[src/rtl/hexscan_pkg.sv]
`timescale 1ns/1ps
package hexscan_pkg;
    localparam int DIGITS  = 4;
    localparam int NIB_W   = 4;
    localparam int GLYPH_W = 7;
    localparam int SEG_W   = GLYPH_W + 1;

    typedef enum logic [1:0] {
        SLOT_D0 = 2'd0,
        SLOT_D1 = 2'd1,
        SLOT_D2 = 2'd2,
        SLOT_D3 = 2'd3
    } slot_e;
endpackage

[src/rtl/scan_divider.sv]
`timescale 1ns/1ps
module scan_divider #(
    parameter int SLOT_CYCLES = 200_000
) (
    input  logic clk,
    input  logic clr,
    output logic tick
);
    localparam int CW = (SLOT_CYCLES > 1) ? $clog2(SLOT_CYCLES) : 1;
    localparam logic [CW-1:0] LAST = CW'(SLOT_CYCLES - 1);

    logic [CW-1:0] count;

    always_ff @(posedge clk or posedge clr) begin
        if (clr)
            count <= '0;
        else if (count == LAST)
            count <= '0;
        else
            count <= count + 1'b1;
    end

    assign tick = (count == LAST);

    // the count never leaves the slot range
    assert_count_range_R5: assert property (@(posedge clk) disable iff (clr)
        32'(count) < SLOT_CYCLES);

    // between slot ends the divider steps by one
    assert_count_step_R5: assert property (@(posedge clk) disable iff (clr)
        !tick |=> count == $past(count) + 1'b1);
endmodule

[src/rtl/digit_sequencer.sv]
`timescale 1ns/1ps
module digit_sequencer
    import hexscan_pkg::*;
(
    input  logic              clk,
    input  logic              clr,
    input  logic              tick,
    output slot_e             slot,
    output logic [DIGITS-1:0] an_n
);
    slot_e state_q, state_d;

    always_comb begin
        state_d = state_q;
        if (tick) begin
            unique case (state_q)
                SLOT_D0: state_d = SLOT_D1;
                SLOT_D1: state_d = SLOT_D2;
                SLOT_D2: state_d = SLOT_D3;
                SLOT_D3: state_d = SLOT_D0;
            endcase
        end
    end

    always_ff @(posedge clk or posedge clr) begin
        if (clr)
            state_q <= SLOT_D0;
        else
            state_q <= state_d;
    end

    always_comb begin
        unique case (state_q)
            SLOT_D0: an_n = 4'b1110;
            SLOT_D1: an_n = 4'b1101;
            SLOT_D2: an_n = 4'b1011;
            SLOT_D3: an_n = 4'b0111;
        endcase
    end

    assign slot = state_q;

    // the digit holds for the whole slot
    assert_hold_slot_R5: assert property (@(posedge clk) disable iff (clr)
        !tick |=> $stable(state_q));

    // at the end of a slot the scan moves to the next digit, 3 wraps to 0
    assert_scan_order_R6: assert property (@(posedge clk) disable iff (clr)
        tick |=> (state_q == slot_e'($past(state_q) + 2'd1)));
endmodule

[src/rtl/hex_font.sv]
`timescale 1ns/1ps
module hex_font
    import hexscan_pkg::*;
(
    input  logic [NIB_W-1:0]   nib,
    output logic [GLYPH_W-1:0] glyph_n
);
    always_comb begin
        unique case (nib)
            4'h0: glyph_n = 7'b0000001;
            4'h1: glyph_n = 7'b1001111;
            4'h2: glyph_n = 7'b0010010;
            4'h3: glyph_n = 7'b0000110;
            4'h4: glyph_n = 7'b1001100;
            4'h5: glyph_n = 7'b0100100;
            4'h6: glyph_n = 7'b0100000;
            4'h7: glyph_n = 7'b0001111;
            4'h8: glyph_n = 7'b0000000;
            4'h9: glyph_n = 7'b0000100;
            4'hA: glyph_n = 7'b0001000;
            4'hB: glyph_n = 7'b1100000;
            4'hC: glyph_n = 7'b0110001;
            4'hD: glyph_n = 7'b1000010;
            4'hE: glyph_n = 7'b0110000;
            4'hF: glyph_n = 7'b0111000;
        endcase
    end
endmodule

[src/rtl/hexscan_driver.sv]
`timescale 1ns/1ps
module hexscan_driver
    import hexscan_pkg::*;
#(
    parameter int SLOT_CYCLES = 200_000
) (
    input  logic                    clk,
    input  logic                    clr,
    input  logic [DIGITS*NIB_W-1:0] chars,
    output logic [SEG_W-1:0]        seg_n,
    output logic [DIGITS-1:0]       an_n
);
    logic                tick;
    slot_e               slot;
    logic [NIB_W-1:0]    char_arr [DIGITS];
    logic [NIB_W-1:0]    cur_nib;
    logic [GLYPH_W-1:0]  glyph_n;

    scan_divider #(.SLOT_CYCLES(SLOT_CYCLES)) u_div (
        .clk  (clk),
        .clr  (clr),
        .tick (tick)
    );

    digit_sequencer u_seq (
        .clk  (clk),
        .clr  (clr),
        .tick (tick),
        .slot (slot),
        .an_n (an_n)
    );

    for (genvar g = 0; g < DIGITS; g++) begin : g_split
        assign char_arr[g] = chars[g*NIB_W +: NIB_W];
    end

    assign cur_nib = char_arr[slot];

    hex_font u_font (
        .nib     (cur_nib),
        .glyph_n (glyph_n)
    );

    assign seg_n = {1'b1, glyph_n};

    // exactly one digit anode enabled
    assert_one_anode_R1: assert property (@(posedge clk) disable iff (clr)
        $countones(~an_n) == 1);

    // decimal point stays dark
    assert_dp_dark_R4: assert property (@(posedge clk) disable iff (clr)
        seg_n[SEG_W-1] == 1'b1);

    // with digit and characters unchanged, the segments do not change
    assert_seg_steady_R2: assert property (@(posedge clk) disable iff (clr)
        ($stable(an_n) && $stable(chars)) |-> $stable(seg_n));
endmodule

[config.mk]
export PLATFORM = sky130hd
export DESIGN_NAME = hexscan_driver
export DESIGN_NICKNAME = d
export VERILOG_FILES = /design/src/rtl/hexscan_pkg.sv /design/src/rtl/scan_divider.sv /design/src/rtl/digit_sequencer.sv /design/src/rtl/hex_font.sv /design/src/rtl/hexscan_driver.sv
export SDC_FILE = /design/constraint.sdc
export NUM_CORES = 1
export LEC_CHECK = 0
export CAP_MARGIN = 20
export CORE_UTILIZATION = 49
export DETAILED_ROUTE_END_ITERATION = 7
export GPL_TIMING_DRIVEN = 0
export PLACE_DENSITY = 0.79
export RECOVER_POWER = 50
export SYNTH_ARGS = -nofsm -noshare
export SYNTH_HDL_FRONTEND = slang
export SYNTH_HIERARCHICAL = 1
export SYNTH_SLANG_ARGS = --single-unit
export TNS_END_PERCENT = 20
[constraint.sdc]
create_clock -name clk -period 3.1 [get_ports clk]
set_input_delay 0.62 -clock clk [delete_from_list [all_inputs] [get_ports clk]]
set_output_delay 0.62 -clock clk [all_outputs]
set_load 0.01 [all_outputs]
==> results.ini <==
[power_and_ir_drop]
power.density_nw_per_um2 = 308
ir_drop_mv = 0.352
power.share.clock_pct = 38.1
p_sw_w = 0.000113
power.leakage_nw = 0.786
seq_power_share_pct = 47.6
p_int_w = 0.000435
p_sw_share_pct = 20.5
power.combinational.fraction_pct = 14.3

[hold_path]
hold_end = u_div/count[0]
hp-class = reg2reg
min-delay-start = u_div/count[0]
hold_depth = 1

[cts]
cts.reportedPaths.clkPinSlew_ns = 0.12
cts-buffers-inserted = 3
cts.sinks = 20
cts_tree = built
clk_latency_ns = 0.30
clockBufferDepth = 2
clock-root-buffer = clkbuf_4
hold_buffers = 0
h-tree-depth = 1

[die]
fp.coreArea_um2 = 2730
die_w_um = 55.6
dieHeight_um = 55.6
initial_core_util_pct = 51.4
fp.dieArea_um2 = 3090
rows = 19
ios = 30

[sta]
period_share_pct = 99.5
final.setup.worst_slack_ns = 0.0157
period_minus_slack_ns = 3.08
fin_hold_ws_ns = 0.483
finClkSkew_ns = 0.0170
relSlewSlack_pct = 55.7
tightest_slew_ns = 0.664
slew_viol_final = 0
finalSetupTns_ns = 0
timing.fmax_mhz = 324
rsz0062_at_grt = yes
setup_violations = 0
hold_viol = 0

[setup_path]
cp.arrival_ns = 2.46
critPathRequiredTime_ns = 2.48
timing.rr.start = u_div/count[14]
crit_path_end_kind = output port
ff2ff_setup_slack_ns = 1.14
r2r_end = u_seq/slot[0]
path_class = in2out
cp_max_fo = 4
reg2reg_depth = 5
critPathLaunchType = input pin

[detailed_routing]
first_pass_iters = 4
drt_iter0_markers = 46
avgRoutedWirePerCell_um = 14.1
drc = 0
finalWirelength_um = 2940
vias_per_cell = 5.49
antenna_left = 0
num_vias = 1147

[final_layout]
regArea_um2 = 500
final_layout_size_suffix_gt1_share_pct = 14.6
syn_to_final_growth_pct = 26.7
final_cell_mix = clkdlybuf4s50_1, dfrtp_1, nand2_1, inv_1, ha_1
fin_nets = 209
multiInputGateArea_um2 = 826
n_antenna_cell = 0
instances_no_fill = 209
fillers = 219

[global_routing]
grt_max_degree = 19
grtUsageTotal_pct = 20.6
grt_pass1_vias = 1209
antenna_found_initial = 0
overflow = 0
grt_pass1_wl_um = 5040

[placed_design]
pre_cts_ws_ns = -0.457
gp_congestion = 0.875
dp_hpwl_um = 2210
portBuffers = 28
dp_cells = 202

[yosys]
syn_inst = 143
syn-cell-area_um2 = 1410
syn_area_per_cell_um2 = 9.83
synth_nets = 173
yosysSeqAreaShare_pct = 35.6
yosysWarnings = 6
synth-seq-cells = 20
synth_cell_types = 38

[run_status]
outcome = completed

[run]
cap_violations = 0

-- worst max path at each step --
stage,start,endpoint,cells past startpoint,slack [ns]
3_5_place_dp,chars[4],seg_n[3],8,-0.46
3_3_place_gp,chars[4],seg_n[3],8,-0.41
2_1_floorplan,chars[4],seg_n[3],6,0.53
6_report,chars[12],seg_n[5],8,0.02
5_1_grt,chars[12],seg_n[5],8,-0.04
4_1_cts,chars[12],seg_n[3],7,-0.03
-- sequential cells by signal, summed over array words and instances, names as in the netlist --
| register | flops |
|---|---|
| u_div/count | 18 |
| u_seq/slot | 2 |
-- worst max-delay path: stages --
cell,delay [ns]
clkdlybuf4s50_1,0.40
mux4_2,0.54
buf_4,0.17
buf_4,0.13
mux2_2,0.27
nand2_1,0.06
o21ai_1,0.05
clkdlybuf4s15_1,0.23
-- area by class of cell --
| class | instances | share of cell area (%) |
|---|---|---|
| Inverter | 13 | 2.74 |
| Tap cell | 31 | 2.18 |
| Clock buffer | 3 | 1.26 |
| Timing Repair Buffer | 31 | 16.0 |
| Multi-Input combinational cell | 106 | 46.4 |
| Clock inverter | 1 | 1.69 |
| Buffer | 4 | 1.62 |
| Sequential cell | 20 | 28.1 |
-- synth_stat cells (all sizes together) --
library cell / count / area, um2
a21boi: 1 / 7.51
a21o: 1 / 7.51
a21oi: 3 / 15.0
a22o: 1 / 8.76
a31oi: 1 / 6.26
and2: 2 / 12.5
and4: 3 / 26.3
buf: 4 / 28.8
conb: 1 / 3.75
dfrtp: 20 / 500
ha: 12 / 150
inv: 13 / 48.8
mux2: 1 / 11.3
mux2i: 1 / 10.0
mux4: 4 / 105
nand2: 13 / 48.8
nand2b: 3 / 18.8
nand3: 4 / 20.0
nand4: 8 / 50.1
nor2: 9 / 33.8
nor2b: 1 / 6.26
nor3: 1 / 5.00
nor3b: 1 / 18.8
nor4: 1 / 6.26
nor4b: 1 / 23.8
o211ai: 1 / 7.51
o21a: 1 / 7.51
o21ai: 11 / 55.1
o21bai: 1 / 7.51
o22ai: 2 / 12.5
or2: 2 / 12.5
or3: 3 / 23.8
xnor2: 9 / 78.8
xor2: 3 / 26.3
-- power by group through the flow --
stage / combinational (W) / sequential, W / clock (W)
2_1_floorplan: 0.0000373 / 0.000266 / 0
3_3_place_gp: 0.0000771 / 0.000266 / 0
3_5_place_dp: 0.0000798 / 0.000266 / 0
4_1_cts: 0.0000772 / 0.000261 / 0.000212
5_1_grt: 0.0000856 / 0.000261 / 0.000221
6_report: 0.0000782 / 0.000261 / 0.000209
-- cells by family (layout without fill, tap and decap cells) --
logic type / after synthesis / after routing / share of synthesized area, %
adder cells (fa/ha/maj): 12 / 12 / 10.7
AND/OR/NAND/NOR: 52 / 52 / 21.8
other: 1 / 1 / 0.267
multiplexers: 6 / 6 / 8.99
XOR/XNOR: 12 / 12 / 7.48
AO/OA/AOI/OAI: 23 / 23 / 9.62
flip-flops: 20 / 20 / 35.6
buffers and inverters: 17 / 52 / 5.52
-- timing repair --
item                       in CTS  in global routing
resized for setup              12                  9
hold endpoints to repair        0                  0
setup buffers                   2                  1
setup endpoints to repair       7                  4
pin swaps                       1                  0
-- metrics by stage --
stage / utilization [%] / total power, W / instance area (um2)
after floorplan: - / 0.000303 / 1410
after global placement: 63.1 / 0.000343 / 1720
after detailed placement: 63.1 / 0.000346 / 1720
after CTS: 65.0 / 0.000550 / 1780
after global routing: 65.1 / 0.000567 / 1780
final: 65.1 / 0.000548 / 1780
-- routing by layer --
metal,vias up,wire [um],GRT usage (%)
li1,570,-,-
met1,552,1310,22.8
met2,19,1530,38.0
met3,6,54,2.34
met4,0,45,11.4
met5,-,0,0
Note: power is estimated with default switching activity, not from simulation.
